--- src/rtl/ipi_pkg.sv ---
package ipi_pkg;
    localparam int WORD_W   = 32;
    localparam int VEC_W    = 8;
    localparam int MODE_W   = 3;
    localparam int DEST_W   = 8;
    localparam int BUSY_BIT = 12;
    localparam logic [WORD_W-1:0] LO_WMASK  = 32'h000C_CFFF;
    localparam logic [WORD_W-1:0] BUSY_MASK = 32'h1 << BUSY_BIT;
    localparam logic [WORD_W-1:0] HI_MASK   = 32'hFF00_0000;

    typedef enum logic [1:0] {
        SH_EXPLICIT = 2'd0,
        SH_SELF     = 2'd1,
        SH_ALL_INC  = 2'd2,
        SH_ALL_EXC  = 2'd3
    } shorthand_e;

    typedef struct packed {
        logic [VEC_W-1:0]  vector;
        logic [MODE_W-1:0] mode;
        logic              dest_mode;
        logic              level;
        logic              trigger;
    } ipi_fields_t;

    typedef struct packed {
        logic [DEST_W-1:0] dest;
        logic              self_incl;
        ipi_fields_t       f;
    } ipi_msg_t;

    function automatic ipi_fields_t unpack_lo(input logic [WORD_W-1:0] w);
        ipi_fields_t r;
        r.vector    = w[7:0];
        r.mode      = w[10:8];
        r.dest_mode = w[11];
        r.level     = w[14];
        r.trigger   = w[15];
        return r;
    endfunction

    function automatic shorthand_e get_shorthand(input logic [WORD_W-1:0] w);
        return shorthand_e'(w[19:18]);
    endfunction
endpackage

--- src/rtl/ipi_cmd_regs.sv ---
module ipi_cmd_regs
    import ipi_pkg::*;
(
    input  logic              clk,
    input  logic              rst,
    input  logic              wr_en,
    input  logic              wr_sel,
    input  logic [WORD_W-1:0] wr_data,
    input  logic              resp_valid,
    input  logic              loop_done,
    input  logic              out_pending,
    output logic [WORD_W-1:0] lo_q,
    output logic [WORD_W-1:0] hi_q,
    output logic              launch
);
    logic busy;
    assign busy   = lo_q[BUSY_BIT];
    assign launch = wr_en && !wr_sel && !busy && !out_pending;

    always_ff @(posedge clk) begin
        if (rst) begin
            lo_q <= '0;
            hi_q <= '0;
        end else begin
            if (wr_en && wr_sel)
                hi_q <= wr_data & HI_MASK;
            if (launch)
                lo_q <= (wr_data & LO_WMASK) | BUSY_MASK;
            else if (resp_valid || loop_done)
                lo_q[BUSY_BIT] <= 1'b0;
        end
    end


    discard_keeps_word_chk: assert property (@(posedge clk) disable iff (rst)
        (wr_en && !wr_sel && busy) |=> ((lo_q & ~BUSY_MASK) == $past(lo_q & ~BUSY_MASK)));

    launch_sets_busy_chk: assert property (@(posedge clk) disable iff (rst)
        launch |=> lo_q[BUSY_BIT]);

    resp_clears_busy_chk: assert property (@(posedge clk) disable iff (rst)
        (resp_valid && busy) |=> !lo_q[BUSY_BIT]);

    hi_low_bits_zero_chk: assert property (@(posedge clk) disable iff (rst)
        (hi_q & ~HI_MASK) == '0);
endmodule

--- src/rtl/ipi_msg_launch.sv ---
module ipi_msg_launch
    import ipi_pkg::*;
#(
    parameter logic [DEST_W-1:0] BCAST_DEST = '1
) (
    input  logic              clk,
    input  logic              rst,
    input  logic              launch,
    input  logic [WORD_W-1:0] lo_word,
    input  logic [DEST_W-1:0] hi_dest,
    input  logic              msg_ready,
    output logic              msg_valid,
    output ipi_msg_t          msg_q,
    output logic              loop_valid,
    output ipi_fields_t       loop_q
);
    shorthand_e  sh;
    ipi_fields_t fields;
    ipi_msg_t    msg_d;

    assign sh     = get_shorthand(lo_word);
    assign fields = unpack_lo(lo_word);

    always_comb begin
        msg_d.f = fields;
        unique case (sh)
            SH_EXPLICIT: begin msg_d.dest = hi_dest;    msg_d.self_incl = 1'b0; end
            SH_ALL_INC:  begin msg_d.dest = BCAST_DEST; msg_d.self_incl = 1'b1; end
            SH_ALL_EXC:  begin msg_d.dest = BCAST_DEST; msg_d.self_incl = 1'b0; end
            default:     begin msg_d.dest = '0;         msg_d.self_incl = 1'b0; end
        endcase
    end

    always_ff @(posedge clk) begin
        if (rst) begin
            msg_valid  <= 1'b0;
            msg_q      <= '0;
            loop_valid <= 1'b0;
            loop_q     <= '0;
        end else begin
            loop_valid <= launch && (sh == SH_SELF);
            if (launch && sh == SH_SELF)
                loop_q <= fields;
            if (launch && sh != SH_SELF) begin
                msg_valid <= 1'b1;
                msg_q     <= msg_d;
            end else if (msg_valid && msg_ready) begin
                msg_valid <= 1'b0;
            end
        end
    end


    msg_hold_chk: assert property (@(posedge clk) disable iff (rst)
        (msg_valid && !msg_ready) |=> (msg_valid && $stable(msg_q)));

    loop_pulse_chk: assert property (@(posedge clk) disable iff (rst)
        loop_valid |=> !loop_valid);

    self_no_msg_chk: assert property (@(posedge clk) disable iff (rst)
        (launch && sh == SH_SELF && !msg_valid) |=> !msg_valid);
endmodule

--- src/rtl/ipi_cmd_sender.sv ---
module ipi_cmd_sender
    import ipi_pkg::*;
#(
    parameter logic [7:0] BCAST_DEST = 8'hFF
) (
    input  logic        clk,
    input  logic        rst,
    input  logic        wr_en,
    input  logic        wr_sel,
    input  logic [31:0] wr_data,
    input  logic        resp_valid,
    output logic [31:0] cmd_lo,
    output logic [31:0] cmd_hi,
    output logic        msg_valid,
    input  logic        msg_ready,
    output logic [7:0]  msg_dest,
    output logic [7:0]  msg_vector,
    output logic [2:0]  msg_mode,
    output logic        msg_dest_mode,
    output logic        msg_level,
    output logic        msg_trigger,
    output logic        msg_self_incl,
    output logic        loop_valid,
    output logic [7:0]  loop_vector,
    output logic [2:0]  loop_mode,
    output logic        loop_level,
    output logic        loop_trigger
);
    logic        launch;
    ipi_msg_t    msg_q;
    ipi_fields_t loop_q;

    ipi_cmd_regs u_regs (
        .clk         (clk),
        .rst         (rst),
        .wr_en       (wr_en),
        .wr_sel      (wr_sel),
        .wr_data     (wr_data),
        .resp_valid  (resp_valid),
        .loop_done   (loop_valid),
        .out_pending (msg_valid),
        .lo_q        (cmd_lo),
        .hi_q        (cmd_hi),
        .launch      (launch)
    );

    ipi_msg_launch #(.BCAST_DEST(BCAST_DEST)) u_launch (
        .clk        (clk),
        .rst        (rst),
        .launch     (launch),
        .lo_word    (wr_data),
        .hi_dest    (cmd_hi[31:24]),
        .msg_ready  (msg_ready),
        .msg_valid  (msg_valid),
        .msg_q      (msg_q),
        .loop_valid (loop_valid),
        .loop_q     (loop_q)
    );

    assign msg_dest      = msg_q.dest;
    assign msg_self_incl = msg_q.self_incl;
    assign msg_vector    = msg_q.f.vector;
    assign msg_mode      = msg_q.f.mode;
    assign msg_dest_mode = msg_q.f.dest_mode;
    assign msg_level     = msg_q.f.level;
    assign msg_trigger   = msg_q.f.trigger;
    assign loop_vector   = loop_q.vector;
    assign loop_mode     = loop_q.mode;
    assign loop_level    = loop_q.level;
    assign loop_trigger  = loop_q.trigger;


    pending_blocks_launch_chk: assert property (@(posedge clk) disable iff (rst)
        (msg_valid && !msg_ready && wr_en && !wr_sel) |=> $stable(cmd_lo[11:0]));
endmodule

--- config.mk ---
export PLATFORM = sky130hd
export DESIGN_NAME = ipi_cmd_sender
export DESIGN_NICKNAME = d
export VERILOG_FILES = /design/src/rtl/ipi_pkg.sv /design/src/rtl/ipi_cmd_regs.sv /design/src/rtl/ipi_msg_launch.sv /design/src/rtl/ipi_cmd_sender.sv
export SDC_FILE = /design/constraint.sdc
export NUM_CORES = 1
export LEC_CHECK = 0
export BUFFER_PORTS_ARGS = -buffer_cell sky130_fd_sc_hd__buf_2
export CAP_MARGIN = 20
export CORE_UTILIZATION = 40
export DETAILED_ROUTE_END_ITERATION = 12
export HOLD_SLACK_MARGIN = 0.12
export PLACE_DENSITY = 0.82
export SYNTH_ARGS = -nofsm -noshare
export SYNTH_HDL_FRONTEND = slang
export SYNTH_HIERARCHICAL = 1
export SYNTH_SLANG_ARGS = --single-unit
export TNS_END_PERCENT = 5
--- constraint.sdc ---
create_clock -name clk -period 2.8 [get_ports clk]
set_input_delay 0.56 -clock clk [delete_from_list [all_inputs] [get_ports clk]]
set_output_delay 0.56 -clock clk [all_outputs]
set_load 0.02 [all_outputs]
==> run_summary.xml, run 1 <==
<?xml version="1.0" encoding="UTF-8"?>
<metrics>
  <group name="status">
    <metric name="run_status" unit="">finished, final reports clean</metric>
  </group>
  <group name="grt">
    <metric name="vias_in_the_first_global_route" unit="">2050</metric>
    <metric name="gr-total-overflow" unit="">0</metric>
    <metric name="track_usage" unit="">0.1736</metric>
    <metric name="antenna_violations_before_repair" unit="">0</metric>
    <metric name="grt_max_degree" unit="">95</metric>
    <metric name="wire_length_of_the_first_global_routing_pass" unit="microns">10020</metric>
  </group>
  <group name="cts">
    <metric name="cts_max_path_bufs" unit="">2</metric>
    <metric name="clock_latency_at_the_later_pin_of_the_worst_skew_pair" unit="ns">0.33</metric>
    <metric name="ctsHtreeMaxLevel" unit="">3</metric>
    <metric name="clock_sink_count" unit="">63</metric>
    <metric name="cts.root.buffer_cell" unit="">clkbuf_8</metric>
    <metric name="cts_hold_buf" unit="">0</metric>
    <metric name="post_cts_gate_resize_count" unit="">0</metric>
    <metric name="cts_setup_buffers" unit="">0</metric>
    <metric name="cts_tree" unit="">done</metric>
    <metric name="clk_pin_slew" unit="ns">0.07</metric>
    <metric name="cts_buffers" unit="">9</metric>
  </group>
  <group name="layout">
    <metric name="multiInputGateArea" unit="sq um">1348</metric>
    <metric name="nets" unit="">439</metric>
    <metric name="finalNonFillerCells" unit="">502</metric>
    <metric name="fillers" unit="">687</metric>
    <metric name="layout-area-overhead-vs-synth" unit="%">18.81</metric>
    <metric name="fin_area" unit="sq um">3453</metric>
    <metric name="drive_gt1_frac" unit="">0.3054</metric>
    <metric name="area.sequential" unit="sq um">1261</metric>
    <metric name="diodes" unit="">0</metric>
    <metric name="final_cell_mix" unit="">92 x buf_2, 63 x dfxtp_1, 47 x nand2b_1</metric>
    <metric name="most_common_cell_after_layout_fill_and_taps_aside" unit="">buf_2</metric>
  </group>
  <group name="setup_path">
    <metric name="worst_path_max_delay_cell" unit="">nand3b_1</metric>
    <metric name="r2r-end" unit="">u_launch/loop_q[1]</metric>
    <metric name="critical_path_arrival" unit="ns">2.07</metric>
    <metric name="end_kind" unit="">register</metric>
    <metric name="max_stage_delay" unit="ns">0.51</metric>
    <metric name="crit_chain" unit="">buf_2 &gt; nor4b_4 &gt; nand3b_1 &gt; nand2_1 &gt; a21oi_1</metric>
    <metric name="worst-setup-path-type" unit="">primary input to register</metric>
    <metric name="cp_top_family" unit="">simple AND/OR/NAND/NOR gates</metric>
    <metric name="critPathLaunchType" unit="">primary input</metric>
    <metric name="critical_path.max_fanout" unit="">17</metric>
    <metric name="timing.rr.start" unit="">u_regs/lo_q[12]</metric>
    <metric name="setup.reg_to_reg.worst_slack" unit="ns">1.06</metric>
    <metric name="crit_required" unit="ns">3.01</metric>
    <metric name="worst-path-buf-inv" unit="">1</metric>
    <metric name="ff2ff_path_depth" unit="">4</metric>
  </group>
  <group name="route">
    <metric name="vias" unit="">2326</metric>
    <metric name="drt-pass1-iter-count" unit="">5</metric>
    <metric name="routed_wirelength" unit="microns">6480</metric>
    <metric name="detailedRoute.firstIterationViolations" unit="">147</metric>
    <metric name="drt_drc_violations_left" unit="">0</metric>
    <metric name="detail_route.wl_per_cell" unit="microns">12.91</metric>
    <metric name="viasPerCell" unit="">4.633</metric>
    <metric name="ant_nets" unit="">0</metric>
  </group>
  <group name="sta">
    <metric name="final-setup-viol-count" unit="">0</metric>
    <metric name="fmaxAchievable" unit="MHz">538.5</metric>
    <metric name="worst_slew_pin_slew" unit="ns">0.6072</metric>
    <metric name="period_share" unit="">0.6632</metric>
    <metric name="slew-limit-headroom" unit="">0.5940</metric>
    <metric name="clock_period_minus_final_worst_setup_slack" unit="ns">1.857</metric>
    <metric name="final_max_slew_viol_count" unit="">0</metric>
    <metric name="setup_tns" unit="ns">0</metric>
    <metric name="layout_setup_ws" unit="ns">0.9429</metric>
    <metric name="final_hold_viol_count" unit="">0</metric>
    <metric name="setup_repair_after_global_routing_missed_its_margin" unit="">false</metric>
    <metric name="final.setup_skew" unit="ns">0.005194</metric>
  </group>
  <group name="floorplanning">
    <metric name="effective_utilization_at_floorplan" unit="">0.4208</metric>
    <metric name="design.die.area" unit="sq um">7611</metric>
    <metric name="die_h" unit="microns">87.24</metric>
    <metric name="std_cell_rows" unit="">30</metric>
    <metric name="ioPinCount" unit="">140</metric>
    <metric name="die_width" unit="microns">87.24</metric>
    <metric name="core_area" unit="sq um">6907</metric>
  </group>
  <group name="pwr">
    <metric name="static-leakage-power" unit="nW">1.565</metric>
    <metric name="worst_ir_drop_vdd" unit="uV">395.7</metric>
    <metric name="p_per_area" unit="nW/um^2">617.9</metric>
  </group>
  <group name="place">
    <metric name="placement.cell_area" unit="sq um">3232</metric>
    <metric name="gpl.final_weighted_congestion" unit="">0.6965</metric>
    <metric name="portBuffers" unit="">92</metric>
    <metric name="post-place-ws" unit="ns">0.5742</metric>
    <metric name="place_inst" unit="">486</metric>
    <metric name="place_hpwl" unit="microns">4382</metric>
  </group>
  <group name="synthesis">
    <metric name="synthesis.area_per_instance" unit="sq um">9.083</metric>
    <metric name="post_synth_inst_count" unit="">320</metric>
    <metric name="yosys_warnings" unit="">6</metric>
    <metric name="post_synth_instance_area" unit="sq um">2907</metric>
  </group>
  <group name="worst_hold_path">
    <metric name="hold_class" unit="">register to register</metric>
    <metric name="hold_end" unit="">u_launch/loop_q[11]</metric>
    <metric name="timing.hold.worst_path_depth" unit="">2</metric>
    <metric name="timing.hold.worst.start" unit="">u_launch/loop_q[11]</metric>
  </group>
  <group name="run">
    <metric name="maxCapViolCount" unit="">0</metric>
  </group>
</metrics>
==> cell type report <==
| class | count | area share |
|---|---|---|
| multi-input combinational | 231 | 0.3902 |
| sequential | 63 | 0.3652 |
| timing repair buffer | 96 | 0.1457 |
| clock buffer | 9 | 0.03587 |
| tap | 96 | 0.03478 |
| clock inverter | 7 | 0.02826 |
==> how the worst max path moves through the flow <==
stage | startpoint | endpoint | slack [ns] | cells past startpoint
6_report | wr_en | u_launch/loop_q[1] | 0.94 | 5
5_1_grt | wr_en | u_launch/loop_q[5] | 0.81 | 5
4_1_cts | wr_en | u_launch/loop_q[13] | 0.93 | 5
3_5_place_dp | wr_en | u_launch/loop_q[13] | 0.57 | 5
3_3_place_gp | wr_en | u_launch/loop_q[11] | 0.63 | 5
2_1_floorplan | wr_sel | u_launch/msg_q[15] | 0.68 | 9
==> registers in the layout, indices dropped and copies added, names as in the netlist <==
register,count
u_launch/msg_q,23
u_launch/loop_valid,1
u_regs/hi_q,8
u_launch/msg_valid,1
u_launch/loop_q,13
u_regs/lo_q,17
==> report_power, final <==
part	total, mW	internal (mW)	switching, mW
logic	0.305	0.102	0.203
registers	0.959	0.937	0.0219
clock network	0.870	0.502	0.368
==> through the flow <==
step                hold WS [ns]  total power [mW]  utilization
detailed placement        0.4444             1.285       0.4679
CTS                       0.4552             2.159       0.5000
global route              0.4640             2.238       0.5000
finish                    0.4541             2.134       0.5000
floorplan                 0.5333             1.238            -
global placement          0.4417             1.278       0.4679
==> worst min-delay path: cells and delay by family (launching register included) <==
kind | cells | cell delay [ns]
simple gates | 1 | 0.05
flops | 1 | 0.31
compound gates | 1 | 0.05
==> metal layers <==
metal,global-route usage,share of wire
met3,0.06825,0.078
met4,0.04620,0.0049
met2,0.2777,0.48
met1,0.2175,0.44
met5,0,0
No activity file was read; power rests on OpenSTA's default activity.
==> inputs of run 2 (changes only) <==
Clock period 2.8 ns to 1.74 ns, I/O delays scaled along.
==> run 2 against run 1 <==
  * Via count rose by 1.1%
  * Routed wire length rose by 1.8%
  * Die area did not move
  * Sequential share of layout area fell by 0.67 points
  * Critical path depth rose by 1
  * Register-to-register slack got worse by 0.88 ns
  * Clock-buffer cell count rose by 2
  * Hold slack got worse by 0.19 ns
  * Largest cell class unchanged
  * Largest power group unchanged
  * Highest routed layer unchanged
==> run_summary.xml, run 2 (synthesis results as in run 1) <==
<?xml version="1.0" encoding="UTF-8"?>
<metrics>
  <group name="cts">
    <metric name="clk_pin_slew" unit="ns">0.07</metric>
    <metric name="cts_buffers" unit="">9</metric>
    <metric name="ctsHtreeMaxLevel" unit="">3</metric>
    <metric name="cts.root.buffer_cell" unit="">clkbuf_8</metric>
    <metric name="cts_tree" unit="">done</metric>
    <metric name="cts_hold_buf" unit="">0</metric>
    <metric name="post_cts_gate_resize_count" unit="">0</metric>
    <metric name="cts_max_path_bufs" unit="">2</metric>
    <metric name="clock_sink_count" unit="">63</metric>
    <metric name="clock_latency_at_the_later_pin_of_the_worst_skew_pair" unit="ns">0.33</metric>
    <metric name="cts_setup_buffers" unit="">0</metric>
  </group>
  <group name="status">
    <metric name="run_status" unit="">finished, final reports clean</metric>
  </group>
  <group name="layout">
    <metric name="most_common_cell_after_layout_fill_and_taps_aside" unit="">buf_2</metric>
    <metric name="final_cell_mix" unit="">92 x buf_2, 62 x dfxtp_1, 47 x nand2b_1</metric>
    <metric name="largest_register_ff_count" unit="">23</metric>
    <metric name="top_regs" unit="">u_launch/msg_q: 23 flops, u_regs/lo_q: 17 flops, u_launch/loop_q: 13 flops</metric>
    <metric name="drive_gt1_frac" unit="">0.3172</metric>
    <metric name="nets" unit="">446</metric>
    <metric name="finalNonFillerCells" unit="">509</metric>
    <metric name="layout-area-overhead-vs-synth" unit="%">21.14</metric>
    <metric name="max_flop_register" unit="">u_launch/msg_q</metric>
    <metric name="diodes" unit="">0</metric>
    <metric name="post-route-util" unit="">0.5098</metric>
  </group>
  <group name="worst_hold_path">
    <metric name="timing.hold.worst_path_depth" unit="">3</metric>
    <metric name="hold_class" unit="">primary input to register</metric>
  </group>
  <group name="place">
    <metric name="portBuffers" unit="">92</metric>
    <metric name="gpl.final_weighted_congestion" unit="">0.7019</metric>
    <metric name="place_hpwl" unit="microns">4632</metric>
    <metric name="place_inst" unit="">493</metric>
  </group>
  <group name="route">
    <metric name="ant_nets" unit="">0</metric>
    <metric name="drt-pass1-iter-count" unit="">5</metric>
    <metric name="viasPerCell" unit="">4.619</metric>
    <metric name="detail_route.wl_per_cell" unit="microns">12.96</metric>
    <metric name="detailedRoute.firstIterationViolations" unit="">126</metric>
    <metric name="routed_wirelength" unit="microns">6595</metric>
    <metric name="drt_drc_violations_left" unit="">0</metric>
    <metric name="vias" unit="">2351</metric>
  </group>
  <group name="sta">
    <metric name="final_max_slew_viol_count" unit="">0</metric>
    <metric name="fmaxAchievable" unit="MHz">641.2</metric>
    <metric name="setup_repair_after_global_routing_missed_its_margin" unit="">false</metric>
    <metric name="clock_period_minus_final_worst_setup_slack" unit="ns">1.560</metric>
    <metric name="setup_tns" unit="ns">0</metric>
    <metric name="final_hold_viol_count" unit="">0</metric>
    <metric name="hold_slack" unit="ns">0.2610</metric>
    <metric name="period_share" unit="">0.8963</metric>
    <metric name="final.setup_skew" unit="ns">0.006514</metric>
    <metric name="final-setup-viol-count" unit="">0</metric>
  </group>
  <group name="pwr">
    <metric name="internal_dissipation" unit="mW">2.529</metric>
    <metric name="seqPwrFrac" unit="">0.447</metric>
    <metric name="comb_pwr_share" unit="">0.146</metric>
    <metric name="p_per_area" unit="nW/um^2">980.7</metric>
    <metric name="design_power_total" unit="mW">3.453</metric>
    <metric name="p_sw" unit="mW">0.9241</metric>
    <metric name="static-leakage-power" unit="nW">1.605</metric>
    <metric name="p_clk_frac" unit="">0.407</metric>
    <metric name="worst_ir_drop_vdd" unit="uV">485.0</metric>
    <metric name="switching_share" unit="">0.2676</metric>
  </group>
  <group name="setup_path">
    <metric name="setup.reg_to_reg.worst_slack" unit="ns">0.18</metric>
    <metric name="critical_path_arrival" unit="ns">1.81</metric>
    <metric name="ff2ff_path_depth" unit="">6</metric>
    <metric name="worst-setup-path-type" unit="">register to register</metric>
    <metric name="critPathLaunchType" unit="">register</metric>
    <metric name="critical_path.max_fanout" unit="">11</metric>
    <metric name="crit_required" unit="ns">1.99</metric>
    <metric name="end_kind" unit="">register</metric>
  </group>
  <group name="grt">
    <metric name="wire_length_of_the_first_global_routing_pass" unit="microns">10180</metric>
    <metric name="grt_max_degree" unit="">95</metric>
    <metric name="vias_in_the_first_global_route" unit="">2184</metric>
    <metric name="track_usage" unit="">0.1774</metric>
    <metric name="antenna_violations_before_repair" unit="">0</metric>
    <metric name="gr-total-overflow" unit="">0</metric>
  </group>
  <group name="floorplanning">
    <metric name="ioPinCount" unit="">140</metric>
    <metric name="effective_utilization_at_floorplan" unit="">0.4208</metric>
    <metric name="die_width" unit="microns">87.24</metric>
    <metric name="die_h" unit="microns">87.24</metric>
    <metric name="core_area" unit="sq um">6907</metric>
    <metric name="std_cell_rows" unit="">30</metric>
    <metric name="design.die.area" unit="sq um">7611</metric>
  </group>
  <group name="run">
    <metric name="maxCapViolCount" unit="">0</metric>
  </group>
</metrics>
[run 2: changes by cell type in the layout (fill, tap and decap cells not counted)]
| cell | previous run | this run |
|---|---|---|
| buf_4 | 3 | 9 |
| buf_12 | 1 | 2 |
| clkbuf_1 | 0 | 1 |
| clkbuf_8 | 9 | 10 |
| clkinv_4 | 2 | 1 |
| clkinvlp_4 | 2 | 1 |
| dfxtp_1 | 63 | 62 |
| dfxtp_2 | 0 | 1 |
[run 2: worst paths after layout]
path / start / to
setup / recovery: u_regs/lo_q[12] / u_launch/loop_q[8]
hold / removal: wr_data[27] / u_regs/hi_q[27]
setup reg to reg: u_regs/lo_q[12] / u_launch/loop_q[8]
hold reg to reg: u_launch/loop_q[13] / u_launch/loop_q[13]
[run 2: through the flow]
| step | area [sq um] | worst slack (ns) |
|---|---|---|
| floorplan | 3067 | -0.09543 |
| global placement | 3298 | 0.1639 |
| detailed placement | 3298 | 0.08419 |
| CTS | 3521 | 0.1688 |
| global route | 3521 | 0.07555 |
| finish | 3521 | 0.1805 |
[run 2: layout make-up]
cell class / count / area [sq um]
flip-flops and latches: 63 / 1262
well taps: 96 / 120.1
clock buffers: 11 / 141.4
multi-input cells: 231 / 1348
repair buffers: 103 / 568.0
clock inverters: 5 / 81.33
fillers: 681 / 3386
[run 2: layer usage]
metal	track usage	share of wire	up-vias
met4	0.07750	0.010	0
met3	0.06161	0.076	6
met1	0.2065	0.44	1085
met5	0	0	-
met2	0.2947	0.48	93
li1	-	-	1167
[run 2: power groups by stage]
stage | clock network (mW) | logic [mW] | registers [mW]
4_1_cts | 1.45 | 0.507 | 1.54
2_1_floorplan | 0 | 0.341 | 1.65
5_1_grt | 1.51 | 0.548 | 1.55
3_5_place_dp | 0 | 0.506 | 1.58
3_3_place_gp | 0 | 0.496 | 1.57
6_report | 1.41 | 0.504 | 1.54
[run 2: critical path, cell delays in order, from the launching register on]
cell     delay [ns]
dfxtp_2        0.34
nor4b_4        0.34
buf_4          0.18
and3b_1        0.25
buf_12         0.15
nand2_1        0.06
a21oi_1        0.16
